## config.mk

```make
export PLATFORM = sky130hd
export DESIGN_NAME = vec_irq_arbiter
export DESIGN_NICKNAME = d
export VERILOG_FILES = /design/src/rtl/irq_arb_pkg.sv /design/src/rtl/irq_edge_pend.sv /design/src/rtl/irq_mask_regs.sv /design/src/rtl/irq_prio_sel.sv /design/src/rtl/irq_ack_gen.sv /design/src/rtl/vec_irq_arbiter.sv
export SDC_FILE = /design/constraint.sdc
export NUM_CORES = 1
export LEC_CHECK = 0
export CAP_MARGIN = 20
export CORE_MARGIN = 4
export CORE_UTILIZATION = 33
export CTS_CLUSTER_SIZE = 25
export DETAILED_ROUTE_END_ITERATION = 8
export PLACE_DENSITY = 0.77
export SETUP_SLACK_MARGIN = 0.2
export SLEW_MARGIN = 25
export SYNTH_ARGS = -nofsm -noshare
export SYNTH_HDL_FRONTEND = slang
export SYNTH_SLANG_ARGS = --single-unit
```

## constraint.sdc

```tcl
create_clock -name clk -period 1.8 [get_ports clk]
set_input_delay 0.36 -clock clk [delete_from_list [all_inputs] [get_ports clk]]
set_output_delay 0.36 -clock clk [all_outputs]
set_load 0.02 [all_outputs]
```

## src/rtl/irq_arb_pkg.sv

```systemverilog
package irq_arb_pkg;

   localparam int N_RST = 3;

   typedef enum logic [2:0] {
      SRC_NONE = 3'd0,
      SRC_NMI  = 3'd1,
      SRC_HI   = 3'd2,
      SRC_MID  = 3'd3,
      SRC_LO   = 3'd4,
      SRC_EXT  = 3'd5
   } irq_src_e;

   // restart channel index: higher index = higher priority
   function automatic irq_src_e idx_to_src(input int idx);
      case (idx)
         2:       return SRC_HI;
         1:       return SRC_MID;
         default: return SRC_LO;
      endcase
   endfunction

endpackage

```

## src/rtl/irq_edge_pend.sv

```systemverilog
module irq_edge_pend #(
   parameter bit NEED_LEVEL = 1'b0
) (
   input  logic clk,
   input  logic rst_n,
   input  logic req_in,
   input  logic clr,
   output logic pend_o
);

   logic prev_q;
   logic pend_q;
   logic rise;

   assign rise = req_in & ~prev_q;

   always_ff @(posedge clk) begin
      if (!rst_n) prev_q <= 1'b0;
      else        prev_q <= req_in;
   end

   generate
      if (NEED_LEVEL) begin : g_edge_level
         always_ff @(posedge clk) begin
            if (!rst_n)      pend_q <= 1'b0;
            else if (rise)   pend_q <= 1'b1;
            else if (clr || !req_in) pend_q <= 1'b0;
         end
         assign pend_o = pend_q & req_in;


         drop_withdraws_chk: assert property (@(posedge clk) disable iff (!rst_n)
            (!req_in) |=> (!pend_q || $past(rise) == 1'b0 && req_in));
      end else begin : g_edge_only
         always_ff @(posedge clk) begin
            if (!rst_n)    pend_q <= 1'b0;
            else if (rise) pend_q <= 1'b1;
            else if (clr)  pend_q <= 1'b0;
         end
         assign pend_o = pend_q;


         latch_holds_chk: assert property (@(posedge clk) disable iff (!rst_n)
            (pend_q && !clr) |=> pend_q);
      end
   endgenerate


   rise_latches_chk: assert property (@(posedge clk) disable iff (!rst_n)
      (req_in && !prev_q) |=> pend_q);

endmodule

```

## src/rtl/irq_mask_regs.sv

```systemverilog
module irq_mask_regs #(
   parameter int N_CH = 3
) (
   input  logic            clk,
   input  logic            rst_n,
   input  logic            mask_we,
   input  logic [N_CH-1:0] mask_wdata,
   input  logic            ie_set,
   input  logic            ie_clr,
   input  logic            take_mask,
   output logic [N_CH-1:0] mask_q,
   output logic            ie_q
);

   generate
      if (N_CH < 1) begin : g_bad_ch
         $error("irq_mask_regs: N_CH must be at least 1");
      end
   endgenerate

   always_ff @(posedge clk) begin
      if (!rst_n)       mask_q <= '1;
      else if (mask_we) mask_q <= mask_wdata;
   end

   always_ff @(posedge clk) begin
      if (!rst_n)         ie_q <= 1'b0;
      else if (take_mask) ie_q <= 1'b0;
      else if (ie_clr)    ie_q <= 1'b0;
      else if (ie_set)    ie_q <= 1'b1;
   end


   take_clears_ie_chk: assert property (@(posedge clk) disable iff (!rst_n)
      take_mask |=> !ie_q);


   mask_write_chk: assert property (@(posedge clk) disable iff (!rst_n)
      mask_we |=> (mask_q == $past(mask_wdata)));

endmodule

```

## src/rtl/irq_prio_sel.sv

```systemverilog
module irq_prio_sel
   import irq_arb_pkg::*;
#(
   parameter int               VEC_W   = 16,
   parameter logic [VEC_W-1:0] VEC_NMI = 'h24,
   parameter logic [VEC_W-1:0] VEC_HI  = 'h3C,
   parameter logic [VEC_W-1:0] VEC_MID = 'h34,
   parameter logic [VEC_W-1:0] VEC_LO  = 'h2C
) (
   input  logic             nmi_req,
   input  logic [N_RST-1:0] rst_req,
   input  logic [N_RST-1:0] rst_mask,
   input  logic             ie,
   input  logic             ext_req,
   output irq_src_e         src,
   output logic [VEC_W-1:0] vec
);

   localparam logic [VEC_W-1:0] VEC_TAB [N_RST] = '{VEC_LO, VEC_MID, VEC_HI};

   generate
      if (VEC_W < 8) begin : g_bad_w
         $error("irq_prio_sel: VEC_W must be at least 8");
      end
   endgenerate

   logic [N_RST-1:0] live;
   assign live = rst_req & ~rst_mask;

   always_comb begin
      logic found;
      found = 1'b0;
      src   = SRC_NONE;
      vec   = '0;
      if (nmi_req) begin
         src = SRC_NMI;
         vec = VEC_NMI;
      end else if (ie) begin
         for (int i = N_RST - 1; i >= 0; i--) begin
            if (!found && live[i]) begin
               found = 1'b1;
               src   = idx_to_src(i);
               vec   = VEC_TAB[i];
            end
         end
         if (!found && ext_req) src = SRC_EXT;
      end
   end

endmodule

```

## src/rtl/irq_ack_gen.sv

```systemverilog
module irq_ack_gen #(
   parameter int ACK_LEN = 2
) (
   input  logic clk,
   input  logic rst_n,
   input  logic start,
   output logic ack_n
);

   localparam int CW = $clog2(ACK_LEN + 1);

   generate
      if (ACK_LEN < 1) begin : g_bad_len
         $error("irq_ack_gen: ACK_LEN must be at least 1");
      end
   endgenerate

   logic [CW-1:0] cnt_q;

   always_ff @(posedge clk) begin
      if (!rst_n)              cnt_q <= '0;
      else if (start)          cnt_q <= CW'(ACK_LEN);
      else if (cnt_q != '0)    cnt_q <= cnt_q - 1'b1;
   end

   assign ack_n = (cnt_q == '0);


   ack_follows_start_chk: assert property (@(posedge clk) disable iff (!rst_n)
      start |=> !ack_n);


   ack_only_after_take_chk: assert property (@(posedge clk) disable iff (!rst_n)
      $fell(ack_n) |-> $past(start));

endmodule

```

## src/rtl/vec_irq_arbiter.sv

```systemverilog
module vec_irq_arbiter
   import irq_arb_pkg::*;
#(
   parameter int               VEC_W   = 16,
   parameter int               ACK_LEN = 2,
   parameter logic [VEC_W-1:0] VEC_NMI = 'h24,
   parameter logic [VEC_W-1:0] VEC_HI  = 'h3C,
   parameter logic [VEC_W-1:0] VEC_MID = 'h34,
   parameter logic [VEC_W-1:0] VEC_LO  = 'h2C
) (
   input  logic             clk,
   input  logic             rst_n,
   input  logic             nmi_in,
   input  logic             rst_hi_in,
   input  logic             rst_mid_in,
   input  logic             rst_lo_in,
   input  logic             gen_req_in,
   input  logic             ie_set,
   input  logic             ie_clr,
   input  logic             mask_we,
   input  logic [2:0]       mask_wdata,
   input  logic             mask_clr_hi,
   input  logic             irq_take,
   output logic             irq_pending,
   output logic [VEC_W-1:0] irq_vector,
   output logic             irq_ext,
   output logic             gen_ack_n,
   output logic [7:0]       stat_out
);

   generate
      if (N_RST != 3) begin : g_bad_n
         $error("vec_irq_arbiter: exactly three restart channels supported");
      end
   endgenerate

   logic             nmi_vis;
   logic             hi_pend;
   logic [N_RST-1:0] mask_q;
   logic             ie_q;
   irq_src_e         src;
   logic             take_eff;
   logic             take_nmi;
   logic             take_hi;
   logic             take_mask;
   logic             take_ext;

   assign take_eff  = irq_take & irq_pending;
   assign take_nmi  = take_eff & (src == SRC_NMI);
   assign take_hi   = take_eff & (src == SRC_HI);
   assign take_ext  = take_eff & (src == SRC_EXT);
   assign take_mask = take_eff & (src != SRC_NMI);

   irq_edge_pend #(.NEED_LEVEL(1'b1)) u_nmi (
      .clk    (clk),
      .rst_n  (rst_n),
      .req_in (nmi_in),
      .clr    (take_nmi),
      .pend_o (nmi_vis)
   );

   irq_edge_pend #(.NEED_LEVEL(1'b0)) u_hi (
      .clk    (clk),
      .rst_n  (rst_n),
      .req_in (rst_hi_in),
      .clr    (take_hi | (mask_we & mask_clr_hi)),
      .pend_o (hi_pend)
   );

   irq_mask_regs #(.N_CH(N_RST)) u_regs (
      .clk        (clk),
      .rst_n      (rst_n),
      .mask_we    (mask_we),
      .mask_wdata (mask_wdata),
      .ie_set     (ie_set),
      .ie_clr     (ie_clr),
      .take_mask  (take_mask),
      .mask_q     (mask_q),
      .ie_q       (ie_q)
   );

   irq_prio_sel #(
      .VEC_W   (VEC_W),
      .VEC_NMI (VEC_NMI),
      .VEC_HI  (VEC_HI),
      .VEC_MID (VEC_MID),
      .VEC_LO  (VEC_LO)
   ) u_sel (
      .nmi_req  (nmi_vis),
      .rst_req  ({hi_pend, rst_mid_in, rst_lo_in}),
      .rst_mask (mask_q),
      .ie       (ie_q),
      .ext_req  (gen_req_in),
      .src      (src),
      .vec      (irq_vector)
   );

   irq_ack_gen #(.ACK_LEN(ACK_LEN)) u_ack (
      .clk   (clk),
      .rst_n (rst_n),
      .start (take_ext),
      .ack_n (gen_ack_n)
   );

   assign irq_pending = (src != SRC_NONE);
   assign irq_ext     = (src == SRC_EXT);
   assign stat_out    = {nmi_vis, hi_pend, rst_mid_in, rst_lo_in, ie_q, mask_q};


   nmi_first_chk: assert property (@(posedge clk) disable iff (!rst_n)
      nmi_vis |-> (irq_pending && irq_vector == VEC_NMI && !irq_ext));


   enable_gates_chk: assert property (@(posedge clk) disable iff (!rst_n)
      (!ie_q && !nmi_vis) |-> !irq_pending);


   nmi_keeps_ie_chk: assert property (@(posedge clk) disable iff (!rst_n)
      (take_nmi && !ie_set && !ie_clr) |=> (ie_q == $past(ie_q)));


   hi_taken_clears_chk: assert property (@(posedge clk) disable iff (!rst_n)
      (take_hi && $stable(rst_hi_in)) |=> !hi_pend);

endmodule

```

======== After elaboration in Yosys (flattened, before gate mapping) ========
Index checks and enable logic that the tools add are counted.
operators by class
  multiplexer cells ....................... 26
  eq/ne operators ......................... 4
  reduce and logical (&&, ||, !) cells .... 16
  add/sub/neg operators ................... 1
  bitwise gates (word level) .............. 15
operators with widths
  kind                   count
  $mux W16               2
  $mux W6                3
  $mux W1                13
  $mux W3                4
  $and A1 B1 Y1          9
  $mux W2                4
  $reduce_bool A2 Y1     4
  $logic_not A1 Y1       4
  $and A3 B3 Y3          1
  $eq A3 B1 Y1 const B   1
  $eq A3 B2 Y1 const B   1
  $eq A3 B3 Y1 const B   1
  $logic_and A1 B1 Y1    3
  $ne A3 B1 Y1 const B   1
  $not A1 Y1             3
  $not A3 Y3             1
  $reduce_bool A3 Y1     1
  $reduce_or A3 Y1       1
  $logic_not A2 Y1       1
  $reduce_or A2 Y1       1
  $sub A2 B1 Y2 const B  1
  $logic_or A1 B1 Y1     1
  $or A1 B1 Y1           1
word-level totals
  word-level logic and storage cells ...... 70
  bits in registers ....................... 10
  output and inout port bits .............. 27

======== Longest topological paths before layout ========
  depth after elaboration ................. 26
  mapped depth ............................ 4
  depth with buffers taken out ............ 3

======== By module ========
Synthesis repeated with hierarchy kept, for this count alone.
unflattened totals
  cells, all modules ...................... 73
  area, all modules ....................... 669.4 um^2
modules (own cells, without submodules)
  module                 cells an instance  times used  seq. area each (um^2)  area each (um^2)
  irq_prio_sel           31                 1           0.0                    222.7
  irq_mask_regs          12                 1           80.1                   140.1
  vec_irq_arbiter        12                 1           0.0                    96.3
  irq_edge_pend (u_nmi)  6                  1           40.0                   72.6
  irq_edge_pend (u_hi)   6                  1           40.0                   70.1
  irq_ack_gen            6                  1           40.0                   67.6

======== Worst setup path before layout ========
No wires, ideal clock.
  path kind ............................... register to output
  start point ............................. register u_regs.mask_q[2]
  end point ............................... output port irq_vector[5]
  path slack .............................. -0.075 ns
  path buffers ............................ 1
  arrival ................................. 1.515 ns
  cell stages (with the launch flop) ...... 5
  data required time ...................... 1.440 ns
  path through ............................ dfxtp_1 nor2b_1 nor3_1 o21ai_0 buf_4
between the ends
  longest elaborated chain between the ends .. 15
RTL lines
  what                      line                   text
  start: declaration        irq_mask_regs.sv:11    output logic [N_CH-1:0] mask_q,
  start signal: assignment  irq_mask_regs.sv:23    else if (mask_we) mask_q <= mask_wdata;
  $not A3 Y3 (*)            irq_prio_sel.sv:28     assign live = rst_req & ~rst_mask;
  $and A3 B3 Y3 (*)         irq_prio_sel.sv:28
  $mux W1                   irq_prio_sel.sv:40     if (!found && live[i]) begin
  $mux W1                   irq_prio_sel.sv:38     end else if (ie) begin
  $mux W1                   irq_prio_sel.sv:35     if (nmi_req) begin
  $logic_not A1 Y1          irq_prio_sel.sv:40
  $logic_and A1 B1 Y1       irq_prio_sel.sv:40
  $mux W1                   irq_prio_sel.sv:40
  $mux W1                   irq_prio_sel.sv:38
  $mux W1                   irq_prio_sel.sv:35
  $logic_not A1 Y1          irq_prio_sel.sv:40
  $logic_and A1 B1 Y1       irq_prio_sel.sv:40
  $mux W6 (*)               irq_prio_sel.sv:40
  $mux W16 (*)              irq_prio_sel.sv:38
  $mux W16 (*)              irq_prio_sel.sv:35
  end: declaration          vec_irq_arbiter.sv:25  output logic [VEC_W-1:0] irq_vector,
Every way passes the cells marked *; elsewhere a longest branch is shown, timed or not. The select of a mux whose other input is x is not followed.

======== Worst setup path after layout ========
  start point ............................. register u_regs.mask_q[1]
  end point ............................... output port irq_ext
between the ends
  longest elaborated chain between the ends .. 17
RTL lines
  what                     line                    text
  $not A3 Y3 (*)           irq_prio_sel.sv:28
  $and A3 B3 Y3 (*)        irq_prio_sel.sv:28
  $logic_and A1 B1 Y1 (*)  irq_prio_sel.sv:40
  $mux W1                  irq_prio_sel.sv:40
  $mux W1                  irq_prio_sel.sv:38
  $mux W1                  irq_prio_sel.sv:35
  $logic_not A1 Y1         irq_prio_sel.sv:40
  $logic_and A1 B1 Y1      irq_prio_sel.sv:40
  $mux W1                  irq_prio_sel.sv:40
  $mux W1                  irq_prio_sel.sv:38
  $mux W1                  irq_prio_sel.sv:35
  $logic_not A1 Y1         irq_prio_sel.sv:46      if (!found && ext_req) src = SRC_EXT;
  $logic_and A1 B1 Y1      irq_prio_sel.sv:46
  $mux W3 (*)              irq_prio_sel.sv:46
  $mux W3 (*)              irq_prio_sel.sv:38
  $mux W3 (*)              irq_prio_sel.sv:35
  $eq A3 B3 Y1 (*)         vec_irq_arbiter.sv:106  assign irq_ext = (src == SRC_EXT);
  end: declaration         vec_irq_arbiter.sv:26   output logic irq_ext,
Marks and branches as above.

==> results.ini <==
[run_status]
status = completed

[sta]
fin_crit_sh_pct = 98.6
finClkSkew_ns = 0.00132
rsz0062_at_grt = true
fmax_ghz = 0.564
setup-violations-final = 0
period_needed_ns = 1.77
hold_viol = 0
slew_violations = 0

[layout]
num_antenna_cells = 0
nNetsFinal = 129
final_common_cell = buf_4
nFillCells = 159
areaGrowthSynthToFinish_pct = 68.6
final_util_pct = 58.5
layout_common_cells = buf_4 (16), conb_1 (12), clkdlybuf4s50_1 (11)
drive_gt1_share_pct = 35.7

[die]
fp.dieW_um = 50.4
die_h_um = 50.4
pin_count = 42
core_mm2 = 0.00171
start_util_pct = 34.7
rows = 15
die_area_mm2 = 0.00254

[synthesis]
syn_inst = 73
syn_area_um2 = 593
synth_compound_area_share_pct = 10.5
ys_warn_count = 0
muxShareOfSynthArea_pct = 5.06
synthAdderAreaFrac_pct = 0
ys_ff_latch = 10
synth_xor_area_share_pct = 0
yosysUniqueCellTypes = 25
yosys.area_share.simple_pct = 24.7
ys_seq_area_share_pct = 33.8
synth_top_family_by_area = buffers and inverters
avgSynthCellArea_um2 = 8.12

[global_routing]
grt_pass1_vias = 559
overflow = 0
grt_pass1_wl_um = 2390
grt_max_degree = 11
antenna_found_initial = 0
grt_usage_pct = 12.9

[power]
power.density_mw_per_mm2 = 572
p_comb_share_pct = 32.4
p_seq_share_pct = 42.3
switching_power_uw = 168
vdd_ir_drop_max_mv = 0.322
power_uw = 571
leakagePower_uw = 0.000461
p_int_uw = 404
switching_share_pct = 29.3
clockPowerShare_pct = 25.3

[detailed_routing]
drt_iter0_drc = 6
wl_per_cell_um = 11.2
drtPass1Iterations = 4
drt_wl_total_um = 1540
via_per_inst = 4.24
route.detailed.drc = 0
ant_nets = 0
vias = 581

[critical_path]
cp.required_ns = 1.44
critical_path_class = flop to output port
startpoint_type = flop
arrival_ns = 1.41
cp-end-kind = output port
crit_fanout = 2

[placement]
dpl.hpwl_um = 1210
gp_congestion = 0.722
port_buffers = 29

[flow_run]
drv_cap = 0

[clock_tree]
cts_tree = built
cts.sink_count = 10
worstSkewPairLatency_ns = 0.26
cts_root_buf = clkbuf_4
htreeDepth = 1
cts_buffer_depth = 2
cts.clk_slew.worst_paths_ns = 0.06
numCtsBuffers = 3

[min_path]
hp-class = flop to flop

## power by group through the flow
stage	clock network, µW	registers (µW)	logic (µW)
after floorplan	0	249	106
after global placement	0	243	176
after detailed placement	0	243	178
after CTS	153	242	183
after global routing	166	243	199
final	145	242	185
## sequential cells by signal, indices dropped and copies added, names as in the netlist
| signal | cells |
|---|---|
| u_regs.mask_q | 3 |
| u_hi.prev_q | 1 |
| u_nmi.prev_q | 1 |
| u_hi.pend_o | 1 |
| u_nmi.pend_q | 1 |
| u_ack.cnt_q | 2 |
| u_regs.ie_q | 1 |
## path summary, 6_finish.rpt
kind / start / slack (ns) / cells past startpoint / endpoint
max reg2reg: u_regs.mask_q[1] / 0.43 / 4 / u_ack.cnt_q[0]
max: u_regs.mask_q[1] / 0.03 / 4 / irq_ext
min: u_hi.prev_q / 0.40 / 1 / u_hi.pend_o
min reg2reg: u_hi.prev_q / 0.40 / 1 / u_hi.pend_o
## stage by stage
| step | setup TNS (ns) | hold WS (ns) | cell area (µm²) | worst slack [ns] | instances |
|---|---|---|---|---|---|
| after floorplan | 0 | 0.388 | 648 | 0.224 | 84 |
| after global placement | -3.47 | 0.394 | 928 | -0.699 | 132 |
| after detailed placement | -3.70 | 0.404 | 928 | -0.710 | 132 |
| after CTS | -0.0542 | 0.405 | 997 | -0.0542 | 137 |
| after global routing | -0.0231 | 0.412 | 1000 | -0.0231 | 137 |
| final | 0 | 0.402 | 1000 | 0.0255 | 137 |
## repair_timing
item / in CTS / in global routing
buffers inserted: 2 / 0
hold buffers: 0 / 0
gates resized for setup: 59 / 7
endpoints found under the setup margin: 16 / 6
pin swaps: 6 / 2
## cell families after synthesis
family / after synthesis
DFF: 10
AOI/OAI and AO/OA: 9
buffers and inverters: 22
other: 1
muxes: 3
and+or+nand+nor: 28
## area by class of cell
| type | instances | area (µm²) | area share [%] |
|---|---|---|---|
| Timing Repair Buffer | 44 | 385 | 38.5 |
| Multi-Input combinational cell | 52 | 344 | 34.4 |
| Tap cell | 25 | 31.3 | 3.13 |
| Sequential cell | 10 | 205 | 20.5 |
| Inverter | 3 | 11.3 | 1.13 |
| Clock buffer | 3 | 22.5 | 2.25 |
## critical path, stage by stage, from the launching register on
cell and delay [ns]:
dfxtp_2 0.35, nor2b_4 0.04, or4b_4 0.55, nor2_4 0.10, buf_6 0.12
## synth_stat cells
library cell / n / area (µm²)
a21bo_2: 1 / 10.0
a21boi_0: 1 / 7.51
a21oi_1: 1 / 5.00
and2_1: 1 / 6.26
buf_4: 18 / 135
clkbuf_1: 1 / 3.75
conb_1: 1 / 3.75
dfxtp_1: 10 / 200
inv_1: 3 / 11.3
mux2i_1: 3 / 30.0
nand2_1: 7 / 26.3
nand2b_1: 2 / 12.5
nand3_1: 3 / 15.0
nand4_1: 1 / 6.26
nor2_1: 6 / 22.5
nor2b_1: 4 / 25.0
nor3_1: 1 / 5.00
nor3b_1: 1 / 7.51
nor4_1: 1 / 6.26
o21a_1: 1 / 7.51
o21ai_0: 2 / 10.0
o21ai_1: 1 / 5.00
o221a_2: 1 / 11.3
o22ai_1: 1 / 6.26
or4b_4: 1 / 13.8
## layer usage
metal  part of all wire [%]  track usage (%)
met2                     51             22.4
met1                     38             13.0
met3                     11             6.23
met4                      0             5.38
met5                      0                0
Power figures use the tool's default switching activity.
